==> src/rtl/thr_pkg.sv <==
package thr_pkg;
  localparam logic [7:0] A_RUN_LEN   = 8'h94;
  localparam logic [7:0] A_STALL_LEN = 8'h95;
  localparam logic [7:0] A_CTRL      = 8'h96;
  localparam logic [7:0] A_IRQ_HOLD  = 8'h8C;
  localparam logic [7:0] A_VID_HOLD  = 8'h8D;
  localparam logic [7:0] A_HOLD_ENA  = 8'h80;
  localparam int CTRL_MOD_BIT = 0;
  localparam int HOLD_IRQ_BIT = 3;
  localparam int HOLD_VID_BIT = 4;

  typedef struct packed {
    logic [7:0] run_len;
    logic [7:0] stall_len;
    logic [7:0] ctrl;
    logic [7:0] irq_hold;
    logic [7:0] vid_hold;
    logic [7:0] hold_ena;
  } thr_cfg_t;
endpackage

==> src/rtl/thr_regs.sv <==
module thr_regs
  import thr_pkg::*;
(
  input  logic       clk,
  input  logic       rst,
  input  logic       we,
  input  logic [7:0] addr,
  input  logic [7:0] wdata,
  output logic [7:0] rdata,
  output thr_cfg_t   cfg
);
  always_ff @(posedge clk) begin
    if (rst) begin
      cfg <= '0;
    end else if (we) begin
      case (addr)
        A_RUN_LEN:   cfg.run_len   <= wdata;
        A_STALL_LEN: cfg.stall_len <= wdata;
        A_CTRL:      cfg.ctrl      <= wdata;
        A_IRQ_HOLD:  cfg.irq_hold  <= wdata;
        A_VID_HOLD:  cfg.vid_hold  <= wdata;
        A_HOLD_ENA:  cfg.hold_ena  <= wdata;
        default: ;
      endcase
    end
  end

  always_ff @(posedge clk) begin
    if (rst) begin
      rdata <= '0;
    end else begin
      case (addr)
        A_RUN_LEN:   rdata <= cfg.run_len;
        A_STALL_LEN: rdata <= cfg.stall_len;
        A_CTRL:      rdata <= cfg.ctrl;
        A_IRQ_HOLD:  rdata <= cfg.irq_hold;
        A_VID_HOLD:  rdata <= cfg.vid_hold;
        A_HOLD_ENA:  rdata <= cfg.hold_ena;
        default:     rdata <= '0;
      endcase
    end
  end
endmodule

==> src/rtl/thr_divider.sv <==
module thr_divider #(
  parameter int DIV = 960
) (
  input  logic clk,
  input  logic rst,
  output logic tick
);
  localparam int CW = (DIV > 2) ? $clog2(DIV) : 1;
  localparam logic [CW-1:0] LAST = CW'(DIV - 1);

  logic [CW-1:0] cnt;

  always_ff @(posedge clk) begin
    if (rst || cnt == LAST) cnt <= '0;
    else                    cnt <= cnt + 1'b1;
  end

  assign tick = (cnt == LAST);
endmodule

==> src/rtl/thr_hold_timer.sv <==
module thr_hold_timer #(
  parameter int W = 8
) (
  input  logic         clk,
  input  logic         rst,
  input  logic         ena,
  input  logic         evt,
  input  logic         ms_tick,
  input  logic [W-1:0] reload,
  output logic         active
);
  logic [W-1:0] cnt;

  always_ff @(posedge clk) begin
    if (rst || !ena)               cnt <= '0;
    else if (evt)                  cnt <= reload;
    else if (ms_tick && cnt != '0) cnt <= cnt - 1'b1;
  end

  assign active = (cnt != '0);
endmodule

==> src/rtl/thr_duty_gen.sv <==
module thr_duty_gen #(
  parameter int LW = 8
) (
  input  logic          clk,
  input  logic          rst,
  input  logic          en,
  input  logic          tick,
  input  logic [LW-1:0] stall_len,
  input  logic [LW-1:0] run_len,
  output logic          phase_on
);
  logic [LW-1:0] left;
  logic          stall_nz;
  logic          run_nz;

  assign stall_nz = (stall_len != '0);
  assign run_nz   = (run_len != '0);

  always_ff @(posedge clk) begin
    if (rst || !en) begin
      phase_on <= 1'b0;
      left     <= '0;
    end else if (tick) begin
      if (left > LW'(1)) begin
        left <= left - 1'b1;
      end else if (!phase_on && stall_nz) begin
        phase_on <= 1'b1;
        left     <= stall_len;
      end else if (phase_on && run_nz) begin
        phase_on <= 1'b0;
        left     <= run_len;
      end else if (stall_nz) begin
        phase_on <= 1'b1;
        left     <= stall_len;
      end else if (run_nz) begin
        phase_on <= 1'b0;
        left     <= run_len;
      end else begin
        phase_on <= 1'b0;
        left     <= '0;
      end
    end
  end
endmodule

==> src/rtl/susp_throttle.sv <==
module susp_throttle
  import thr_pkg::*;
#(
  parameter int TICK_DIV = 960,
  parameter int MS_DIV   = 30000
) (
  input  logic       clk,
  input  logic       rst,
  input  logic       reg_we,
  input  logic [7:0] reg_addr,
  input  logic [7:0] reg_wdata,
  output logic [7:0] reg_rdata,
  input  logic       irq_event,
  input  logic       video_event,
  output logic       suspend_out
);
  localparam int NHOLD = 2;

  thr_cfg_t         cfg;
  logic             tick32;
  logic             tick_ms;
  logic             mod_en;
  logic             phase_on;
  logic             hold_any;
  logic [NHOLD-1:0] hold_act;
  logic [NHOLD-1:0] hold_ena;
  logic [NHOLD-1:0] hold_evt;
  logic [7:0]       hold_rl [NHOLD];

  thr_regs u_regs (
    .clk(clk), .rst(rst), .we(reg_we), .addr(reg_addr),
    .wdata(reg_wdata), .rdata(reg_rdata), .cfg(cfg)
  );

  thr_divider #(.DIV(TICK_DIV)) u_qdiv (.clk(clk), .rst(rst), .tick(tick32));
  thr_divider #(.DIV(MS_DIV))   u_mdiv (.clk(clk), .rst(rst), .tick(tick_ms));

  assign mod_en      = cfg.ctrl[CTRL_MOD_BIT];
  assign hold_ena[0] = cfg.hold_ena[HOLD_IRQ_BIT];
  assign hold_ena[1] = cfg.hold_ena[HOLD_VID_BIT];
  assign hold_evt[0] = irq_event;
  assign hold_evt[1] = video_event;
  assign hold_rl[0]  = cfg.irq_hold;
  assign hold_rl[1]  = cfg.vid_hold;

  for (genvar k = 0; k < NHOLD; k++) begin : g_hold
    thr_hold_timer #(.W(8)) u_tmr (
      .clk(clk), .rst(rst), .ena(hold_ena[k]), .evt(hold_evt[k]),
      .ms_tick(tick_ms), .reload(hold_rl[k]), .active(hold_act[k])
    );
  end

  assign hold_any = |hold_act;

  thr_duty_gen #(.LW(8)) u_duty (
    .clk(clk), .rst(rst), .en(mod_en), .tick(tick32),
    .stall_len(cfg.stall_len), .run_len(cfg.run_len), .phase_on(phase_on)
  );

  always_ff @(posedge clk) begin
    if (rst) suspend_out <= 1'b0;
    else     suspend_out <= mod_en && phase_on && !hold_any;
  end
endmodule

==> config.mk <==
export PLATFORM = sky130hd
export DESIGN_NAME = susp_throttle
export DESIGN_NICKNAME = d
export VERILOG_FILES = /design/src/rtl/thr_pkg.sv /design/src/rtl/thr_regs.sv /design/src/rtl/thr_divider.sv /design/src/rtl/thr_hold_timer.sv /design/src/rtl/thr_duty_gen.sv /design/src/rtl/susp_throttle.sv
export SDC_FILE = /design/constraint.sdc
export NUM_CORES = 1
export LEC_CHECK = 0
export CORE_ASPECT_RATIO = 1.2
export CORE_MARGIN = 3
export CORE_UTILIZATION = 30
export DETAILED_ROUTE_END_ITERATION = 7
export GPL_ROUTABILITY_DRIVEN = 0
export GPL_TIMING_DRIVEN = 1
export PLACE_DENSITY = 0.58
export SLEW_MARGIN = 5
export SYNTH_ARGS = -nofsm -noshare
export SYNTH_HDL_FRONTEND = slang
export SYNTH_HIERARCHICAL = 1
export SYNTH_SLANG_ARGS = --single-unit
==> constraint.sdc <==
create_clock -name clk -period 4.01 [get_ports clk]
set_input_delay 0.802 -clock clk [delete_from_list [all_inputs] [get_ports clk]]
set_output_delay 0.802 -clock clk [all_outputs]
set_load 0.02 [all_outputs]
==> results of run 1 <==
-- worst reg2reg max path: stages (launching register included) --
cell and delay (ns):
sky130_fd_sc_hd__dfxtp_1 0.39, sky130_fd_sc_hd__ha_1 0.20, sky130_fd_sc_hd__nand3_1 0.24, sky130_fd_sc_hd__nor4_2 0.33, sky130_fd_sc_hd__buf_4 0.23, sky130_fd_sc_hd__or4b_4 0.51
sky130_fd_sc_hd__nor4_1 0.24, sky130_fd_sc_hd__mux2_2 0.37, sky130_fd_sc_hd__o21a_1 0.16
-- cell usage in the layout, fill, tap and decap left out, types with 11 or more instances in the layout --
master and instances:
sky130_fd_sc_hd__nand2_1 36, sky130_fd_sc_hd__a21oi_1 33, sky130_fd_sc_hd__clkdlybuf4s50_1 28, sky130_fd_sc_hd__inv_1 29
sky130_fd_sc_hd__mux2i_1 52, sky130_fd_sc_hd__xnor2_1 13, sky130_fd_sc_hd__nand3_1 20, sky130_fd_sc_hd__o21ai_0 11
sky130_fd_sc_hd__nor2_1 78, sky130_fd_sc_hd__nor2b_1 13, sky130_fd_sc_hd__nor3_1 16, sky130_fd_sc_hd__dfxtp_1 107
-- routing by layer --
layer	track usage	up-vias	wire (um)
met5	0	-	0
met4	0.0566	0	394
met3	0.0309	24	622
met2	0.229	105	6490
met1	0.170	2166	5810
li1	-	2189	-
-- power breakdown --
| part | internal (mW) | leakage, nW | switching, mW |
|---|---|---|---|
| Clock | 0.476 | 0.141 | 0.404 |
| Sequential | 1.07 | 0.863 | 0.00647 |
| Combinational | 0.0345 | 1.23 | 0.0567 |
| Total | 1.58 | 2.24 | 0.467 |
-- path summary, 6_finish.rpt --
path                                startpoint                     end
worst max-delay path             u_mdiv/cnt[0]  g_hold[0].u_tmr/cnt[7]
worst min register to register  u_regs/cfg[12]          u_regs/cfg[12]
worst max register to register   u_mdiv/cnt[0]  g_hold[0].u_tmr/cnt[7]
worst min-delay path            u_regs/cfg[12]          u_regs/cfg[12]
-- state kept, by name, summed over array words and instances (netlist names) --
register          count
u_duty/left           8
g_hold.u_tmr/cnt     16
u_qdiv/cnt           10
u_regs/rdata          8
u_regs/cfg           48
u_duty/phase_on       1
u_mdiv/cnt           15
suspend_out           1
-- cell type report --
class                      instances  area, um^2
sequential                       107        2140
tap                              216         270
inverter                          29         109
multi-input combinational        433        2920
fill                            1734       11100
timing repair buffer              33         315
clock buffer                      12         267
clock inverter                     4        32.5
-- stage by stage --
step	setup WS, ns	cells	area (um^2)	utilization	hold slack (ns)
final	1.23	834	6050	0.354	0.476
after floorplan	1.20	596	5320	-	0.437
after global routing	0.997	834	6050	0.354	0.515
after CTS	1.21	834	6050	0.354	0.478
after global placement	1.19	818	5750	0.336	0.450
after detailed placement	1.09	818	5750	0.336	0.463
-- logic make-up (layout without fill, tap and decap cells) --
| family | Yosys count | after routing | share of synthesized area |
|---|---|---|---|
| compound gates | 115 | 115 | 0.149 |
| xor+xnor | 18 | 18 | 0.0296 |
| fa+ha+maj | 6 | 6 | 0.0141 |
| buf+inv | 56 | 78 | 0.0494 |
| flops | 107 | 107 | 0.402 |
| mux | 54 | 54 | 0.102 |
| simple gates | 240 | 240 | 0.253 |
==> results summary, run 1 <==
The flow ran to the end, and the final reports show no timing, DRC or antenna violations. The floorplan has 52 rows. The biggest area contributor in the post-synthesis netlist is sky130_fd_sc_hd__dfxtp_1. The headroom to the max-slew limit came out at 0.539. The delay of the slowest critical-path stage came out at 0.51 ns.

The wire-length estimate of the detail-placed layout is 9730 um. The detailed-route wire length is around 13000 um. For this design the top-level I/O count stands at 30. The clock transition at the register clock pins on the worst setup and hold paths after CTS came out at approximately 0.070 ns. The largest individual stage delay along the critical path comes from the cell sky130_fd_sc_hd__or4b_4. sky130_fd_sc_hd__dfxtp_1 is the most common cell in the netlist. The overall power of the completed layout is between 2 and 2.5 mW. The overflow left after global routing came out at 0. By startpoint and endpoint, the worst setup path is classified as reg2reg. After clock tree synthesis, the repair step resized 0 gates. The share of synthesized flip-flops with an asynchronous set or reset is 0. The minimum clock period came out at 2.78 ns.

The final layout net count is 640. The signal on the critical path passes through ha_1, nand3_1, nor4_2, buf_4, or4b_4, nor4_1, mux2_2, o21a_1. Across the run, the number of max-cap violations was 0. For this run, design rule violations remaining after detail routing come to 0.

The die footprint is 0.0194 mm^2. The number of vias per cell after detailed routing came out at ~5.4. The first global-routing pass estimated roughly 22000 um of wire.

The fraction of the cycle the final worst path needs is 0.693. Counting every sink on the clock net gives 107. Entering global routing, the biggest net connects 40 pins.

TritonCTS built the clock tree. The number of logic stages on the critical path including buffering is 8. The region available for standard cell placement spans 0.0171 mm^2. The number of distinct library cells after synthesis came out at just under 70.

The accumulated negative setup slack is 0 ns. The number of global-route vias before repair was 4244. The highest clock rate came out at 0.360 GHz. The worst path buffer plus inverter count came out at 1.

Once detail routing completed, the nets flagged for antenna violations numbered 0. The combined area of all synthesized cells came out at about 0.0053 mm^2. The share of synthesized area occupied by flip-flops and latches is 0.402. The net count after synthesis came out at ~620. Counting cells, the worst reg-to-reg path comes to 8. The fraction of layout cells with a size suffix above 1 came out at 0.0825. The number of hold buffers added after CTS was 0.

In this run the clock root is driven by a sky130_fd_sc_hd__clkbuf_16. Clock latency on the worst-skew pair, taken at its later pin, is 0.36 ns. At the worst endpoint, the arrival time is 3.03 ns. The deepest level of the CTS H-tree is 3.

The worst setup path is captured at a flip-flop. The initial core utilization came out at 0.311. The clock tree buffer depth came out at 2.

The leakage power came out at 2.24 nW. The number of max-slew violations in the final report came out at 0. The cell depth of the worst hold path came out at 2. The mean post-synth cell area is 8.93 um^2. Across every metal layer, demand over resource in global routing totals 0.137.

The minimum setup slack among reg-to-reg paths came out at 1.23 ns. Counting instances in the post-synthesis netlist gives the leading cell types as sky130_fd_sc_hd__dfxtp_1, sky130_fd_sc_hd__nor2_1, sky130_fd_sc_hd__mux2i_1. In this run, synthesis inferred 0 flip-flops with an integrated enable. The register bit count reported by yosys is 107.

The dominant delay contributor by cell family on the critical path is simple AND/OR/NAND/NOR gates. The per-cell routed wire length is 16.0 um. The number of CTS-inserted buffers came out at 9. The number of antenna violations at the first check in global routing is 0. The total of warnings raised by yosys is 6.

The setup-violating endpoint count in the final report came out at 0. The die is 152 um tall. The width of the die came out at 128 um. The cell count after synthesis came out at about 600. The number of DRC violations after detailed-routing iteration 0 came out at 260. The final route contains between 4000 and 5000 vias. The worst ir drop on vdd came out at 0.215 mV. The count of TritonRoute iterations in the first routing pass came out at 7. The kind of launch point of the worst setup path is a flip-flop. The relative area change from synthesis to final layout came out at 13.7%.

The repair_antennas step left the layout with diodes totalling 0. Ranked by total cell area, the synthesized netlist is headed by sky130_fd_sc_hd__dfxtp_1, sky130_fd_sc_hd__mux2i_1, sky130_fd_sc_hd__nor2_1. The type of the worst min-delay path is reg2reg. Once the clock tree was built, the setup fixing pass inserted 0 buffers.

The worst-case clock skew is slightly below 0.01 ns. The count of input and output buffers came out at 29. The share of synthesized area in the top cell type comes to 0.402. The number of hold-slack violations in the final timing report came out at 0.

The pin slew with the least headroom to its limit is 0.685 ns. Setup repair after global routing left no endpoint under its margin. Power spread over the standard cell area amounts to ~340 mW/mm^2. The required time of the critical path is ~4.3 ns. Along the worst path, the maximum fanout reaches 13. The most used flip-flop cell after synthesis is sky130_fd_sc_hd__dfxtp_1.
No activity file was read; power rests on OpenSTA's default activity.
==> run 2: changes to the inputs <==
Settings changed: PLACE_DENSITY 0.58 to 0.59.
Clock period 4.01 ns to 2.3 ns, I/O delays scaled along.
==> run 2 against run 1 <==
Against the previous run: the run now ends with setup timing left; clock power rose by 69%; count of clock-buffer cells in the layout fell by 3; register-to-register slack got worse by 1.2 ns; wire length rose by 6.6%; global-route usage rose by 0.73 points; total power rose by 74%; hold slack improved by 0.0050 ns; setup slack got worse by 1.2 ns; critical path depth fell by 2; combinational power rose by 110%; sequential share of layout area fell by 2.2 points; largest cell class unchanged; largest power group unchanged.
==> results summary, run 2 (synthesized netlist as in run 1, its figures left out) <==
The internal power came to 2.69 mW (+71%). The minimum setup slack among reg-to-reg paths was -0.0005 ns (-1.23 ns). The core footprint was 0.0171 mm^2 (unchanged). The number of global-route vias before repair came out at 4646 (+9.5%).

The worst setup path is captured at a flip-flop. The sequential fraction of design power is 0.527 (+0.002). Counting flops per register, the top entry is u_regs/cfg. The fraction of the cycle the final worst path needs came to 1.00 (+0.307). The maximum fanout along the worst path was 3 (-10). The final layout net count was 672 (+5.0%).

The type of the worst min-delay path is reg2reg. The count of input and output buffers came out at 29 (unchanged). The required time of the critical path came to 2.55 ns (-1.71 ns). The headroom to the max-slew limit came out at 0.527 (-0.0120). In the final layout, the registers with the most flip-flops are u_regs/cfg x48, g_hold.u_tmr/cnt x16, u_mdiv/cnt x15. The clock transition at the register clock pins on the worst setup and hold paths after CTS is 0.08 ns (about the same). The deepest level of the CTS H-tree came out at 3 (unchanged). The fraction of the core area covered by cells at the end of the flow is 0.377 (+0.0233). The non-filler instance count after layout is 866 (+3.8%).

The site row count came out at 52 (unchanged). The share of total power in the clock network is 0.420 (-0.010). The switching part of the total is 0.242 (+0.0132).

The routed via count is 4631 (+3.3%). The pin slew with the least headroom to its limit came out at 0.703 ns (+0.0178 ns). The worst-case clock skew is 0.00972 ns (-0.000122 ns). The fraction of layout cells with a size suffix above 1 is 0.151 (+0.0682). The number of antenna violations at the first check in global routing is 0 (unchanged).

The net switching component of the power is 0.858 mW (+84%). The HPWL after detailed placement came out at 10400 um (+6.8%). The setup-violating endpoint count in the final report came to 1 (+1).

The count of max-cap constraint violations came out at 0 (unchanged). The number of CTS-inserted buffers is 9 (unchanged). The pin count of the biggest net entering global routing is 27 (-33%).

The flow ran to the end, but the final reports show violations. The storage element area is 0.00214 mm^2 (about the same). The die footprint came out at 0.0194 mm^2 (unchanged). The I/O pin count is 30 (unchanged). The overflow left after global routing is 0 (unchanged). The detailed-route wire length came out at 14200 um (+6.6%). The first-pass GRT wire length is 23100 um (+6.8%). Setup repair after global routing could not meet its margin everywhere.

TritonCTS built the clock tree. The worst setup path is launched from a flip-flop. The count of hold-fix buffers inserted at cts is 0 (unchanged).

The critical path data arrival time came out at 2.55 ns (-0.48 ns). The global-route usage over all layers is 0.145 (+0.00735). The die span in y is 152 um (unchanged). The highest clock rate is 0.435 GHz (+21%).

The width of the die is 128 um (unchanged). The clock tree buffer depth came out at 2 (unchanged). The standard cell with the maximum stage delay on the critical path is sky130_fd_sc_hd__or4b_4. The delay of the slowest critical-path stage is 0.54 ns (+0.03 ns). The instance count after placement with tap cells included is 848 (+3.7%). The count of TritonRoute iterations in the first routing pass came to 5 (-2).

The per-cell routed wire length was 16.4 um (+2.7%). The area of placed instances was 0.00603 mm^2 (+4.8%). The relative area change from synthesis to final layout is 21.2%. The combinational power share came out at 0.053 (+0.008). The final reports fail on setup timing. The number of hold-slack violations in the final timing report came out at 0 (unchanged). The worst setup margin is -0.000484 ns (-1.23 ns). The number of diodes is 0 (unchanged). The combined area of the multi-input logic cells came out at 0.00306 mm^2 (+5.0%).

The initial core utilization was 0.311 (unchanged). The flip-flop count of the largest register after layout came out at 48 (unchanged). The minimum clock period is 2.30 ns (-0.478 ns). The accumulated negative setup slack was -0.000484 ns (-0.000484 ns). The root buffer selected by CTS is sky130_fd_sc_hd__clkbuf_16. The leakage power is 2.41 nW (+7.9%). The final instance area came out at 0.00645 mm^2 (+6.6%). The worst setup path is of the reg2reg kind. The cell area power density is 550 mW/mm^2 (+63%). The number of max-slew violations in the final report came to 0 (unchanged). The total of fill cells in the finished design is 1720 (-0.81%). The worst ir drop on vdd came to 0.327 mV (+52%).

The signal on the critical path passes through or3_4, nor4_4, or4b_4, nor4_4, mux2_4, o21a_1. The post-route worst hold slack is 0.481 ns (+0.00498 ns). The number of vias per cell after detailed routing was 5.35 (-0.54%). The number of DRC violations after detailed-routing iteration 0 came out at 316 (+22%). The most frequent standard cell in the layout excluding fill and tap cells is sky130_fd_sc_hd__dfxtp_1. The post-route DRC violation count is 0 (unchanged).

The cell that appears most often on the critical path is sky130_fd_sc_hd__nor4_4. In the layout the commonest cells are sky130_fd_sc_hd__dfxtp_1, sky130_fd_sc_hd__nor2_1, sky130_fd_sc_hd__mux2i_1. The residual antenna-violating net count after detailed routing is 0 (unchanged).

The clock sink count is 107 (unchanged). The later-pin clock latency in the skew report was 0.35 ns (about the same).
[run 2: per-layer routing]
layer  global-route usage  vias up  share of wire
met2                0.253       97           0.52
met5                    0        -              0
li1                     -     2261              -
met1                0.178     2255           0.43
met3               0.0239       18          0.035
met4               0.0485        0          0.018
[run 2: what timing repair did]
action / CTS / global route
pin swaps: 1 / 7
cloned: 0 / 0
gates resized for setup: 2 / 16
endpoints found under the setup margin: 4 / 8
buffers inserted: 1 / 1
[run 2: final timing paths]
| path | from | endpoint | cells after the start |
|---|---|---|---|
| worst max-delay path | u_mdiv/cnt[6] | g_hold[1].u_tmr/cnt[7] | 6 |
| worst min-delay path | u_qdiv/cnt[0] | u_qdiv/cnt[0] | 1 |
| worst max register to register | u_mdiv/cnt[6] | g_hold[1].u_tmr/cnt[7] | 6 |
| worst min register to register | u_qdiv/cnt[0] | u_qdiv/cnt[0] | 1 |
[run 2: critical path: cells and delay by family (launching register included)]
family / cells / cell delay [ns]
flops: 1 / 0.32
mux: 1 / 0.32
compound gates: 1 / 0.16
simple gates: 4 / 1.39
[run 2: cell type report]
| cell class | count | share of cell area |
|---|---|---|
| clock buffer | 9 | 0.0349 |
| multi-input combinational | 433 | 0.475 |
| tap | 216 | 0.0419 |
| clock inverter | 7 | 0.00931 |
| timing repair buffer | 65 | 0.0900 |
| inverter | 29 | 0.0169 |
| sequential | 107 | 0.332 |
[run 2: power groups by stage]
stage / Clock, mW / Combinational (mW) / Sequential [mW]
after floorplan: 0 / 0.0878 / 1.91
after global placement: 0 / 0.182 / 1.91
after detailed placement: 0 / 0.187 / 1.91
after CTS: 1.54 / 0.189 / 1.87
after global routing: 1.61 / 0.203 / 1.87
final: 1.49 / 0.189 / 1.87
[run 2: metrics by stage]
step | setup WS, ns | total power [mW]
after floorplan | -0.180 | 2.00
after global placement | -0.0173 | 2.09
after detailed placement | -0.0362 | 2.10
after CTS | 0.00551 | 3.60
after global routing | -0.0935 | 3.68
final | -0.000484 | 3.55
==> run 3: changes to the inputs <==
Settings changed: CORE_ASPECT_RATIO 1.2 to not set.
==> run 3 against run 2 <==
Against the previous run: non-clock buffer count is 8 lower; global-route usage shrank 0.75 points; fmax decreased by 3.4%; count of clock-buffer cells in the layout unchanged; total power up 4.7%; the run still ends with setup timing left; first-iteration DRC count shrank 14%; final area shrank 0.87%; core utilization is 0.86 points lower.
==> results summary, run 3 (synthesized netlist as in run 1, its figures left out) <==
STA classifies the critical path endpoint as a flip-flop. CTS placed an instance of sky130_fd_sc_hd__clkbuf_16 at the clock tree root. The die footprint came out at 0.0194 mm^2 (about the same). The flip-flop count of the largest register after layout came to 48 (unchanged). The overall power of the completed layout is 3.72 mW (+4.7%). The leakage power is 2.39 nW (-1.2%).

Traced cell by cell, the critical path runs through or3_4, nor4_4, or4b_4, nor4_4, mux2_4, o21a_1. The maximum fanout along the worst path came out at 4 (+1). The library cells used most frequently in the layout, excluding fill and tap cells, are sky130_fd_sc_hd__dfxtp_1, sky130_fd_sc_hd__nor2_1, sky130_fd_sc_hd__mux2i_1. The final instance area is 0.00640 mm^2 (-0.87%). The initial core utilization is 0.307 (-0.00439).

The number of antenna violations at the first check in global routing is 1 (+1). The worst setup margin is -0.0823 ns (-0.0818 ns). The per-cell routed wire length came out at 15.6 um (-4.7%). The worst-case clock skew is 0.0103 ns (+0.000589 ns). The number of diodes was 0 (unchanged). The highest clock rate came out at 0.420 GHz (-3.4%). The routed via count came to 4537 (-2.0%). The global-route usage over all layers came out at 0.137 (-0.00754).

The pin slew with the least headroom to its limit came out at 0.647 ns (-0.0562 ns). The dominant delay contributor by cell family on the critical path is simple AND/OR/NAND/NOR gates. The first-pass GRT wire length came out at 22100 um (-4.2%).

The deepest level of the CTS H-tree is 3 (unchanged). The later-pin clock latency in the skew report came to 0.35 ns (about the same). The number of max-slew violations in the final report was 0 (unchanged). The residual antenna-violating net count after detailed routing is 0 (unchanged).

The pin count of the biggest net entering global routing came out at 37 (+37%). The worst setup path is launched from a flip-flop. The core footprint is 0.0174 mm^2 (+1.4%). The delay of the slowest critical-path stage came to 0.54 ns (about the same).

The tightest min-delay check is of the reg2reg type. The count of hold-fix buffers inserted at cts came out at 0 (unchanged). The TritonCTS clock tree is done. The required time of the critical path is 2.54 ns (about the same). The number of vias per cell after detailed routing came out at 5.23 (-2.1%). The detailed-route wire length is 13500 um (-4.6%). The overflow left after global routing came out at 0 (unchanged). The count of input and output buffers came out at 29 (unchanged).

The clock sink count is 107 (unchanged). The area of placed instances is 0.00596 mm^2 (-1.2%). The critical path data arrival time is 2.62 ns (+0.07 ns). The number of global-route vias before repair is 4445 (-4.3%).

The final reports fail on setup timing. For this design, the slowest cell found on the critical path is sky130_fd_sc_hd__or4b_4. The worst slack at placement is -0.0629 ns (-0.0267 ns). The cell type with the highest occurrence count on the critical path is sky130_fd_sc_hd__nor4_4. The number of CTS-inserted buffers came out at 9 (unchanged).

The headroom to the max-slew limit came to 0.565 (+0.0378). More flip-flops sit in one register than any other, and that register is u_regs/cfg. The count of max-cap constraint violations came out at 0 (unchanged). The setup-violating endpoint count in the final report came out at 3 (+2).

The fraction of the cycle the final worst path needs came out at 1.04 (+0.0356). The minimum setup slack among reg-to-reg paths was -0.08 ns (-0.08 ns). The fraction of the core area covered by cells at the end of the flow was 0.369 (-0.00857). The critical path is of the reg2reg type. The run finished, with violations left.

The number of DRC violations after detailed-routing iteration 0 is 271 (-14%). The count of TritonRoute iterations in the first routing pass is 6 (+1). The minimum clock period is 2.38 ns (+0.0818 ns).

The number of hold-slack violations in the final timing report is 0 (unchanged). The largest registers in the layout are u_regs/cfg x48, g_hold.u_tmr/cnt x16, u_mdiv/cnt x15. The cell area power density came out at 581 mW/mm^2 (+5.6%). The clock tree buffer depth is 2 (unchanged). The area growth from synthesis to layout is 20.2%. The clock transition at the register clock pins on the worst setup and hold paths after CTS is 0.07 ns (about the same). The worst ir drop on vdd came out at 0.512 mV (+56%). The worst path buffer plus inverter count came out at 0 (unchanged). The HPWL after detailed placement is 9670 um (-6.9%). The site row count is 48 (-7.7%). The width of the die came out at 139 um (+9.1%). The die span in y is 139 um (-8.4%). The final layout net count came out at 664 (-1.2%). The post-route DRC violation count came out at 0 (unchanged). Setup repair after global routing could not meet its margin everywhere.

The I/O pin count is 30 (unchanged). The fraction of layout cells with a size suffix above 1 came out at 0.136 (-0.0153). Leaving out fill and tap cells, the most frequent cell in the layout is sky130_fd_sc_hd__dfxtp_1.
## run 3: cell count changes in the layout (fill, tap and decap cells not counted), sizes merged
cell    delta
clkinv     -1
bufinv     +2
inv        -1
buf        -8
## run 3: final cells by class
class                   count  area (um^2)
fillers                  1705        11000
well taps                 225          282
clock buffers               9          225
repair buffers             57          503
inverters                  29          109
flip-flops and latches    107         2140
multi-input cells         433         3030
clock inverters             7          100
## run 3: final timing paths
kind / startpoint / endpoint / cells past startpoint
worst max register to register: u_mdiv/cnt[6] / g_hold[0].u_tmr/cnt[7] / 6
worst min-delay path: u_regs/cfg[12] / u_regs/cfg[12] / 2
worst min register to register: u_regs/cfg[12] / u_regs/cfg[12] / 2
worst max-delay path: u_mdiv/cnt[6] / g_hold[0].u_tmr/cnt[7] / 6
## run 3: where the power goes
part           switching [mW]  internal, mW
clock                   0.700         0.962
combinational           0.106        0.0756
sequential             0.0122          1.86
total                   0.819          2.90
## run 3: worst min-delay path, stage by stage (launching register included)
cell                      delay, ns
sky130_fd_sc_hd__dfxtp_1       0.33
sky130_fd_sc_hd__nand2_1       0.06
sky130_fd_sc_hd__a21oi_1       0.05
## run 3: timing repair
item                                   CTS  global route
gates resized for setup                  6            12
pin swaps                                3             6
setup buffers                            1             1
setup endpoints to repair                4             6
endpoints found under the hold margin    0             0
## run 3: routing by layer
layer  vias up  share of wire  global-route usage
met4         2          0.013              0.0371
met1      2146           0.45               0.170
li1       2258              -                   -
met2       112           0.48               0.234
met5         -        0.00096                   0
met3        19          0.051              0.0372
## run 3: stage by stage
stage | instances | hold WS (ns) | setup TNS [ns]
3_3_place_gp | 849 | 0.452 | -0.0770
6_report | 867 | 0.480 | -0.179
5_1_grt | 867 | 0.516 | -0.863
4_1_cts | 866 | 0.484 | -0.0427
3_5_place_dp | 849 | 0.472 | -0.207
2_1_floorplan | 596 | 0.437 | -0.361
